===== src/rtl/ext_irq_pkg.sv =====
package ext_irq_pkg;

  typedef enum logic [2:0] {
    RK_NONE,
    RK_PRIO,
    RK_ENABLE,
    RK_THRESH,
    RK_CLAIM
  } reg_kind_e;

  // Region bases and strides, expressed in 32-bit word addresses
  localparam logic [31:0] ENABLE_BASE_W   = 32'h0000_0800;
  localparam logic [31:0] ENABLE_STRIDE_W = 32'h0000_0020;
  localparam logic [31:0] CTX_BASE_W      = 32'h0008_0000;

endpackage


===== src/rtl/ext_irq_decode.sv =====
module ext_irq_decode
  import ext_irq_pkg::*;
#(
  parameter int ADDR_W   = 24,
  parameter int NUM_SRC  = 53,
  parameter int NUM_CTX  = 2,
  parameter int EN_WORDS = 2,
  parameter int SRC_W    = 6,
  parameter int CTX_W    = 1,
  parameter int EW_W     = 1
) (
  input  logic [ADDR_W-1:0] addr_i,
  output reg_kind_e         kind_o,
  output logic [SRC_W-1:0]  src_o,
  output logic [CTX_W-1:0]  ctx_o,
  output logic [EW_W-1:0]   word_o
);

  localparam logic [31:0] EN_SPAN = ENABLE_STRIDE_W * 32'(NUM_CTX);

  logic [31:0] waddr;
  logic [31:0] en_rel;
  logic [31:0] ctx_rel;

  always_comb begin
    waddr   = 32'(addr_i[ADDR_W-1:2]);
    en_rel  = waddr - ENABLE_BASE_W;
    ctx_rel = waddr - CTX_BASE_W;
    kind_o  = RK_NONE;
    src_o   = '0;
    ctx_o   = '0;
    word_o  = '0;
    if (addr_i[1:0] == 2'b00) begin
      if (waddr >= 32'd1 && waddr <= 32'(NUM_SRC)) begin
        kind_o = RK_PRIO;
        src_o  = waddr[SRC_W-1:0];
      end else if (waddr >= ENABLE_BASE_W && en_rel < EN_SPAN) begin
        if ({27'd0, en_rel[4:0]} < 32'(EN_WORDS)) begin
          kind_o = RK_ENABLE;
          ctx_o  = CTX_W'(en_rel >> 5);
          word_o = en_rel[EW_W-1:0];
        end
      end else if (waddr >= CTX_BASE_W && (ctx_rel >> 10) < 32'(NUM_CTX) &&
                   ctx_rel[9:1] == 9'd0) begin
        kind_o = ctx_rel[0] ? RK_CLAIM : RK_THRESH;
        ctx_o  = CTX_W'(ctx_rel >> 10);
      end
    end
  end

endmodule


===== src/rtl/ext_irq_gateway.sv =====
module ext_irq_gateway (
  input  logic clk,
  input  logic rst_ni,
  input  logic level_i,
  input  logic claim_i,
  input  logic complete_i,
  output logic pending_o
);

  logic pend_q, pend_n;
  logic infl_q, infl_n;
  logic gw_en;

  assign gw_en = level_i | claim_i | complete_i;

  always_comb begin
    pend_n = pend_q;
    infl_n = infl_q;
    if (claim_i && pend_q) begin
      pend_n = 1'b0;
      infl_n = 1'b1;
    end else if (complete_i && infl_q) begin
      infl_n = 1'b0;
    end else if (level_i && !pend_q && !infl_q) begin
      pend_n = 1'b1;
    end
  end

  always_ff @(posedge clk or negedge rst_ni) begin
    if (!rst_ni) begin
      pend_q <= 1'b0;
      infl_q <= 1'b0;
    end else if (gw_en) begin
      pend_q <= pend_n;
      infl_q <= infl_n;
    end
  end

  assign pending_o = pend_q;

  // a source in flight never holds a fresh request
  assert_blocked_while_inflight_R6: assert property (
    @(posedge clk) disable iff (!rst_ni) infl_q |-> !pend_q)
    else $error("pending while in flight");

  // a claim of a pending source moves it to in flight
  assert_claim_moves_R6: assert property (
    @(posedge clk) disable iff (!rst_ni) (claim_i && pend_q) |=> (infl_q && !pend_q))
    else $error("claim did not take effect");

  // completing an idle source leaves it idle
  assert_idle_complete_ignored_R8: assert property (
    @(posedge clk) disable iff (!rst_ni) (complete_i && !infl_q && !claim_i) |=> !infl_q)
    else $error("stray completion changed state");

  // completion with level held re-arms two cycles later
  assert_rearm_R7: assert property (
    @(posedge clk) disable iff (!rst_ni) (complete_i && infl_q && level_i) |-> ##2 pend_q)
    else $error("no re-arm after completion");

endmodule


===== src/rtl/ext_irq_target.sv =====
module ext_irq_target #(
  parameter int NUM_SRC = 53,
  parameter int PRIO_W  = 3,
  parameter int SRC_W   = 6
) (
  input  logic [NUM_SRC:1]             pending_i,
  input  logic [NUM_SRC:1]             enable_i,
  input  logic [NUM_SRC:1][PRIO_W-1:0] prio_i,
  input  logic [PRIO_W-1:0]            thresh_i,
  output logic [SRC_W-1:0]             best_id_o,
  output logic                         irq_o
);

  logic [PRIO_W-1:0] best_p;

  // Ascending scan with strict compare: equal priority keeps the lower ID
  always_comb begin
    best_p    = '0;
    best_id_o = '0;
    for (int s = 1; s <= NUM_SRC; s++) begin
      if (pending_i[s] && enable_i[s] && prio_i[s] > thresh_i && prio_i[s] > best_p) begin
        best_p    = prio_i[s];
        best_id_o = SRC_W'(s);
      end
    end
  end

  assign irq_o = (best_id_o != '0);

endmodule


===== src/rtl/ext_irq_ctrl.sv =====
module ext_irq_ctrl
  import ext_irq_pkg::*;
#(
  parameter int NUM_SRC = 53,
  parameter int NUM_CTX = 2,
  parameter int PRIO_W  = 3,
  parameter int ADDR_W  = 24
) (
  input  logic               clk,
  input  logic               rst_n,
  input  logic [NUM_SRC-1:0] src_irq_i,
  input  logic               req_valid_i,
  input  logic               req_write_i,
  input  logic [ADDR_W-1:0]  req_addr_i,
  input  logic [31:0]        req_wdata_i,
  output logic [31:0]        rsp_rdata_o,
  output logic [NUM_CTX-1:0] irq_o
);

  localparam int SRC_W    = $clog2(NUM_SRC + 1);
  localparam int CTX_W    = (NUM_CTX > 1) ? $clog2(NUM_CTX) : 1;
  localparam int EN_WORDS = (NUM_SRC + 32) / 32;
  localparam int EW_W     = (EN_WORDS > 1) ? $clog2(EN_WORDS) : 1;

  // Reset: asserted asynchronously, released after two clock edges
  logic rst_meta_n, rst_sync_n;
  always_ff @(posedge clk or negedge rst_n) begin
    if (!rst_n) begin
      rst_meta_n <= 1'b0;
      rst_sync_n <= 1'b0;
    end else begin
      rst_meta_n <= 1'b1;
      rst_sync_n <= rst_meta_n;
    end
  end

  logic rd_req, wr_req;
  assign rd_req = req_valid_i & ~req_write_i;
  assign wr_req = req_valid_i &  req_write_i;

  reg_kind_e        dec_kind;
  logic [SRC_W-1:0] dec_src;
  logic [CTX_W-1:0] dec_ctx;
  logic [EW_W-1:0]  dec_word;

  ext_irq_decode #(
    .ADDR_W(ADDR_W), .NUM_SRC(NUM_SRC), .NUM_CTX(NUM_CTX), .EN_WORDS(EN_WORDS),
    .SRC_W(SRC_W), .CTX_W(CTX_W), .EW_W(EW_W)
  ) dec_i (
    .addr_i (req_addr_i),
    .kind_o (dec_kind),
    .src_o  (dec_src),
    .ctx_o  (dec_ctx),
    .word_o (dec_word)
  );

  logic [NUM_SRC:1][PRIO_W-1:0]              prio_q, prio_n;
  logic [NUM_CTX-1:0][NUM_SRC:1]             en_q, en_n;
  logic [NUM_CTX-1:0][PRIO_W-1:0]            thr_q, thr_n;
  logic [NUM_CTX-1:0][SRC_W-1:0]             best_id;
  logic [NUM_SRC:1]                          pend_vec, claim_vec, cmp_vec;
  logic [31:0]                               rd_n;

  // Configuration next state
  always_comb begin
    prio_n = prio_q;
    en_n   = en_q;
    thr_n  = thr_q;
    if (wr_req) begin
      case (dec_kind)
        RK_PRIO:   prio_n[dec_src] = req_wdata_i[PRIO_W-1:0];
        RK_ENABLE: begin
          for (int s = 1; s <= NUM_SRC; s++) begin
            if ((s / 32) == int'(dec_word)) en_n[dec_ctx][s] = req_wdata_i[s % 32];
          end
        end
        RK_THRESH: thr_n[dec_ctx] = req_wdata_i[PRIO_W-1:0];
        default: ;
      endcase
    end
  end

  always_ff @(posedge clk or negedge rst_sync_n) begin
    if (!rst_sync_n) begin
      prio_q <= '0;
      en_q   <= '0;
      thr_q  <= '0;
    end else if (wr_req) begin
      prio_q <= prio_n;
      en_q   <= en_n;
      thr_q  <= thr_n;
    end
  end

  // Read data mux
  always_comb begin
    rd_n = '0;
    case (dec_kind)
      RK_PRIO:   rd_n = 32'(prio_q[dec_src]);
      RK_ENABLE: begin
        for (int s = 1; s <= NUM_SRC; s++) begin
          if ((s / 32) == int'(dec_word)) rd_n[s % 32] = en_q[dec_ctx][s];
        end
      end
      RK_THRESH: rd_n = 32'(thr_q[dec_ctx]);
      RK_CLAIM:  rd_n = 32'(best_id[dec_ctx]);
      default:   rd_n = '0;
    endcase
  end

  always_ff @(posedge clk or negedge rst_sync_n) begin
    if (!rst_sync_n) begin
      rsp_rdata_o <= '0;
    end else if (rd_req) begin
      rsp_rdata_o <= rd_n;
    end
  end

  // Claim and completion strobes per source
  always_comb begin
    for (int s = 1; s <= NUM_SRC; s++) begin
      claim_vec[s] = rd_req && (dec_kind == RK_CLAIM) && (best_id[dec_ctx] == SRC_W'(s));
      cmp_vec[s]   = wr_req && (dec_kind == RK_CLAIM) && (req_wdata_i == 32'(s));
    end
  end

  for (genvar g = 1; g <= NUM_SRC; g++) begin : g_gw
    ext_irq_gateway gw_i (
      .clk        (clk),
      .rst_ni     (rst_sync_n),
      .level_i    (src_irq_i[g-1]),
      .claim_i    (claim_vec[g]),
      .complete_i (cmp_vec[g]),
      .pending_o  (pend_vec[g])
    );
  end

  for (genvar c = 0; c < NUM_CTX; c++) begin : g_ctx
    ext_irq_target #(
      .NUM_SRC(NUM_SRC), .PRIO_W(PRIO_W), .SRC_W(SRC_W)
    ) tgt_i (
      .pending_i (pend_vec),
      .enable_i  (en_q[c]),
      .prio_i    (prio_q),
      .thresh_i  (thr_q[c]),
      .best_id_o (best_id[c]),
      .irq_o     (irq_o[c])
    );
  end

  // unmapped reads answer zero on the next cycle
  assert_unmapped_zero_R10: assert property (
    @(posedge clk) disable iff (!rst_sync_n)
    (rd_req && dec_kind == RK_NONE) |=> (rsp_rdata_o == 32'd0))
    else $error("unmapped read returned nonzero");

  // a claim on a quiet context answers zero
  assert_claim_empty_R5: assert property (
    @(posedge clk) disable iff (!rst_sync_n)
    (rd_req && dec_kind == RK_CLAIM && !irq_o[dec_ctx]) |=> (rsp_rdata_o == 32'd0))
    else $error("claim on idle context returned an ID");

endmodule


===== config.mk =====
export PLATFORM = sky130hd
export DESIGN_NAME = ext_irq_ctrl
export DESIGN_NICKNAME = d
export VERILOG_FILES = /design/src/rtl/ext_irq_pkg.sv /design/src/rtl/ext_irq_decode.sv /design/src/rtl/ext_irq_gateway.sv /design/src/rtl/ext_irq_target.sv /design/src/rtl/ext_irq_ctrl.sv
export SDC_FILE = /design/constraint.sdc
export NUM_CORES = 2
export LEC_CHECK = 0
export ABC_AREA = 0
export BUFFER_PORTS_ARGS = -buffer_cell sky130_fd_sc_hd__buf_2
export CORE_MARGIN = 2
export CORE_UTILIZATION = 51
export DETAILED_ROUTE_END_ITERATION = 10
export PLACE_DENSITY = 0.77
export SETUP_SLACK_MARGIN = 0.15
export SLEW_MARGIN = 20
export SYNTH_ARGS = -nofsm -noshare
export SYNTH_HDL_FRONTEND = slang
export SYNTH_SLANG_ARGS = --single-unit

===== constraint.sdc =====
create_clock -name clk -period 116.1 [get_ports clk]
set_clock_uncertainty 0.2 [all_clocks]
set_input_delay 23.22 -clock clk [delete_from_list [all_inputs] [get_ports clk]]
set_output_delay 23.22 -clock clk [all_outputs]
set_load 0.03 [all_outputs]

* Word level (Yosys, flattened, before mapping)
Index checks and enable logic that the tools add are counted. Widths: inputs -> output; s select.
Word-level totals: bits in registers 411, output and inout port bits 34, input bits 113, word-level logic and storage cells 2486
Operators by class: equality and inequality tests 163, $add $sub $neg 2, $lt $le $gt $ge 222, muxes and demuxes 855, bitwise operators 109, reduce and logical (&&, ||, !) cells 969
Operator list (number):
- $mux 106 | 157
- $bwmux 106 | 53
- $demux 53 s1 | 53
- $eq 32x6->1 const B | 22
- $logic_and 1x1->1 | 644
- $gt 3x3->1 | 210
- $eq 32x5->1 const B | 16
- $mux 3 | 123
- $mux 1 | 309
- $mux 6 | 49
- $eq 32x4->1 const B | 8
- $reduce_bool 2->1 | 106
- $mux 5 | 33
- $bwmux 159 | 1
- $mux 53 | 3
- $reduce_and 3->1 | 53
- $eq 6x6->1 const B | 22
- $eq 32x3->1 const B | 4
- $pmux 32 s4 | 1
- $reduce_and 2->1 | 56
- $logic_not 1->1 | 106
- $ne 2x1->1 const B | 53
- $or 1x1->1 | 106
- $eq 6x5->1 const B | 16
- other kinds (80) | 116

* Longest topological paths before layout
depth in word-level cells 222, mapped depth 368, depth with buffers taken out 366

* By module
From an unflattened synthesis, not the netlist that was laid out.
Unflattened totals: cell total of the unflattened synthesis 5057, area, all modules 42433.2 µm²
By module, submodules not included:
- ext_irq_ctrl | area each 14709.1 µm², cells an instance 1201, times used 1, seq. area each 7632.3 µm²
- ext_irq_target (g_ctx[1].tgt_i) | area each 11619.9 µm², cells an instance 1675, times used 1, seq. area each 0.0 µm²
- ext_irq_target (g_ctx[0].tgt_i) | area each 11432.2 µm², cells an instance 1685, times used 1, seq. area each 0.0 µm²
- ext_irq_gateway | area each 78.8 µm², cells an instance 8, times used 53, seq. area each 50.0 µm²
- ext_irq_decode | area each 494.2 µm², cells an instance 72, times used 1, seq. area each 0.0 µm²

* Worst setup path before layout
No wires, ideal clock.
path type reg-to-output, start register thr_q[2] (netlist bit), end output irq_o[0], data arrival time 67.177 ns, stages on the path, launching flop included 351, setup slack 25.503 ns, data required time 92.680 ns, cells stage by stage dfrtp_1 inv_1 ha_1 and3b_1 o211ai_1 nor3_1 ha_1 nand3_1 and4_1 a211oi_1 nor2_1 ha_1 a21oi_1 a22o_1 nor2_1 o31ai_1 ha_1 nand3_1 [315 not listed] a2111o_1 nand3_1 mux2_2 ha_1 nand3_1 nand4_1 nor3_1 mux2_2 ha_1 a21o_1 a21oi_1 nor3_1 nor2_1 nand2_1 nor3_1 nand2_1 or4_1 buf_4
On the way: cells in the longest elaborated chain, start to end 161
RTL lines:
- from (decl) | line ext_irq_ctrl.sv:59 | logic [NUM_CTX-1:0][PRIO_W-1:0] thr_q, thr_n;
- from (signal assigned) | line ext_irq_ctrl.sv:91 | thr_q <= thr_n;
- $gt 3x3->1 | line ext_irq_target.sv:21 | if (pending_i[s] && enable_i[s] && prio_i[s] > thresh_i && prio_i[s] > best_p) begin
- $logic_and 1x1->1 (2 in a row) | line ext_irq_target.sv:21
- $mux 3 | line ext_irq_target.sv:21
- $gt 3x3->1 | line ext_irq_target.sv:21
- $logic_and 1x1->1 | line ext_irq_target.sv:21
- $mux 3 | line ext_irq_target.sv:21
- $gt 3x3->1 | line ext_irq_target.sv:21
- $logic_and 1x1->1 | line ext_irq_target.sv:21
- [144 not listed]
- $mux 3 | line ext_irq_target.sv:21
- $gt 3x3->1 | line ext_irq_target.sv:21
- $logic_and 1x1->1 | line ext_irq_target.sv:21
- $mux 3 | line ext_irq_target.sv:21
- $gt 3x3->1 | line ext_irq_target.sv:21
- $logic_and 1x1->1 | line ext_irq_target.sv:21
- $mux 6 * | line ext_irq_target.sv:21
- $reduce_bool 6->1 * | line ext_irq_target.sv:28 | assign irq_o = (best_id_o != '0);
- to (decl) | line ext_irq_ctrl.sv:17 | output logic [NUM_CTX-1:0] irq_o
Every way passes the cells marked *; elsewhere a longest branch is shown, timed or not.

* Worst setup path in the final report
Ends and elaborated chain as after synthesis.

==> metrics.yaml <==
p_leak_uw: 0.0202
netlist_area_um2: 40000
synth_mux_area_share_pct: 7.11
drt_iter0_markers: 4659
synth_warnings: 0
area_growth_pct: 8.83
htree_num_levels: 2
grt_max_degree: 165
dp_slack_ns: 19.16
hpwl_um: 121000
grt_util_met2_pct: 55.5
die_h_um: 284
crit_top_cell: "ha_1"
cp-start-kind: "flop"
dp_cells: 6000
ys_ff_latch: 411
finalCritPeriodShare_pct: 85.0
clock_latency_ns: 0.63
maxSlewHeadroom_pct: 13.2
ys_seq_area_share_pct: 25.7
hold_buffers: 0
drcViolationCount: 0
grt_pass1_vias: 38770
hold_path_end: "rst_sync_n"
crit_slowest_cell: "nor3_1"
grt_overflow: 0
power_density_nw_per_um2: 7.78
vias_per_cell: 6.80
ctsResizeCount: 0
finalHoldViolations: 0
worstPathRequired_ns: 92.68
antenna_found_initial: 7
timing.hold.ws_ns: 0.153
syn_nets: 5531
busiest_layer: "met2"
mostFrequentLayoutCells: "634 x nand2_1, 446 x ha_1, 408 x dfrtp_1, 380 x a21oi_1, 338 x o21ai_0"
timing.hold.worst.start: "rst_meta_n"
io_buffers: 146
worst_slew_pin_slew_ns: 1.29
setup_ws_ns: 17.46
drv_cap: 0
yosysTopAreaCellShare_pct: 25.7
routedWlPerCell_um: 26.1
cpPeakStageDelay_ns: 0.65
reg2reg_slack_ns: 39.94
synthAdderAreaFrac_pct: 15.6
start_util_pct: 51.5
synth_simple_gate_area_share_pct: 19.4
postCtsSetupRepairBufs: 0
wirelength_um: 159000
finalCriticalPeriod_ns: 98.64
antenna_left: 0
hp-class: "flop to flop"
numCtsBuffers: 50
clockBufferDepth: 3
synth_compound_area_share_pct: 27.1
grt_use_met1_pct: 49.7
place_congestion: 1.03
yosysTopAreaCell: "dfrtp_1"
worstReg2RegStart: "thr_q[2]"
avgSynthCellArea_um2: 8.04
coreArea_um2: 77600
synth_top_family_by_area: "compound AO/OA/AOI/OAI gates"
drive_above_1_share_pct: 12.6
synthCells: 4972
final_cells: 6099
io_pins: 147
grt_pass1_wl_um: 238000
met3_usage_pct: 11.8
yosys.area_share.xor_xnor_pct: 0.0438
ir_worst_vdd_mv: 0.0119
grt_use_total_pct: 38.3
cp_max_fo: 25
max_freq_mhz: 10.1
die_area_um2: 80700
cts-root-buf: "clkbuf_16"
synth-main-ff-cell: "dfrtp_1"
cp.arrival_ns: 75.22
status: "completed"
final_net_count: 5571
worstSetupPathType: "flop to output pin"
hold_path_depth: 0
synth.distinct_cells: 114
first_pass_iters: 6
end_kind: "output pin"
cts_tree: "yes"
ys_top_cells_by_area: "dfrtp_1 26%, ha_1 14%, mux2_2 6.3%"
cts_num_sinks: 411
reg2reg_to: "g_gw[53].gw_i.pending_o"
rsz0062_at_grt: "no"
vias: 41483
slew_viol_final: 0
setup_viol: 0
synth-edff-count: 0
tns_ns: 0
die_w_um: 284
worstRegToRegCells: 353
rows: 102
path_clk_slew_ns: 0.06
fill_cells: 7172
synth-async-reset-ratio_pct: 100
mostFrequentLayoutCell: "nand2_1"
[power breakdown]
| group | total (uW) | internal [uW] | switching, uW |
|---|---|---|---|
| Sequential | 144 | 143 | 0.428 |
| Clock | 183 | 111 | 71.3 |
| Combinational | 12.1 | 2.36 | 9.68 |
| Total | 339 | 257 | 81.4 |
[metrics by stage]
stage / util (%) / total power (uW) / cell area, um2
after global placement: 53.6 / 158 / 41600
after detailed placement: 53.6 / 158 / 41600
final: 56.1 / 339 / 43500
after global routing: 56.1 / 345 / 43500
after floorplan: - / 151 / 40000
after CTS: 56.0 / 338 / 43500
[flip-flops by register name (all words and copies together), names as in the netlist]
signal / count
en_q: 106
g_gw.gw_i.infl_q: 53
g_gw.gw_i.pending_o: 53
prio_q: 159
rsp_rdata_o: 32
rst_meta_n: 1
rst_sync_n: 1
thr_q: 6
[kinds of logic (layout without fill, tap and decap cells)]
family	after synthesis	after routing
other cells	1	7
xor+xnor	2	2
buf+inv	521	602
flops	411	411
fa+ha+maj	513	513
simple gates	1639	1639
compound gates	1629	1629
mux	256	256
[cell type report]
cell class / count / area [um2] / share of cell area (%)
clock buffers: 61 / 1370 / 3.15
repair buffers: 187 / 1050 / 2.42
flip-flops and latches: 411 / 10300 / 23.6
diodes: 6 / 15.0 / 0.0345
multi-input cells: 4040 / 27800 / 63.8
inverters: 322 / 1210 / 2.78
clock inverters: 32 / 524 / 1.20
well taps: 1040 / 1300 / 2.99
[layer usage]
metal | share of wire (%) | wire [um]
met5 | 0.23 | 360
met1 | 39 | 61800
met3 | 13 | 21100
met2 | 40 | 64400
met4 | 7.3 | 11700
[cell usage after synthesis, drive strengths merged (67+ instances only)]
library cell,n
a21o,107
a21oi,383
a311oi,82
a31oi,93
and2,81
clkbuf,160
dfrtp,411
ha,446
inv,322
maj3,67
mux2,225
nand2,639
nand3,186
nor2,308
nor3,94
o21a,81
o21ai,390
o22ai,73
[how the worst max path moves through the flow]
stage	start	to	slack [ns]	depth (start not counted)
3_5_place_dp	thr_q[2]	irq_o[0]	19.16	352
6_report	thr_q[2]	irq_o[0]	17.46	352
5_1_grt	thr_q[2]	irq_o[0]	11.98	354
2_1_floorplan	thr_q[2]	irq_o[0]	25.50	350
3_3_place_gp	thr_q[2]	irq_o[0]	21.14	350
4_1_cts	thr_q[2]	irq_o[0]	18.34	352
[worst max-delay path: cells and delay by family, from the launching register on]
kind	cells	cell delay (ns)
simple gates	113	15.26
flops	1	0.39
buf+inv	10	1.26
compound gates	120	24.02
mux	15	4.94
fa+ha+maj	94	28.63
No activity file was read; power rests on OpenSTA's default activity.
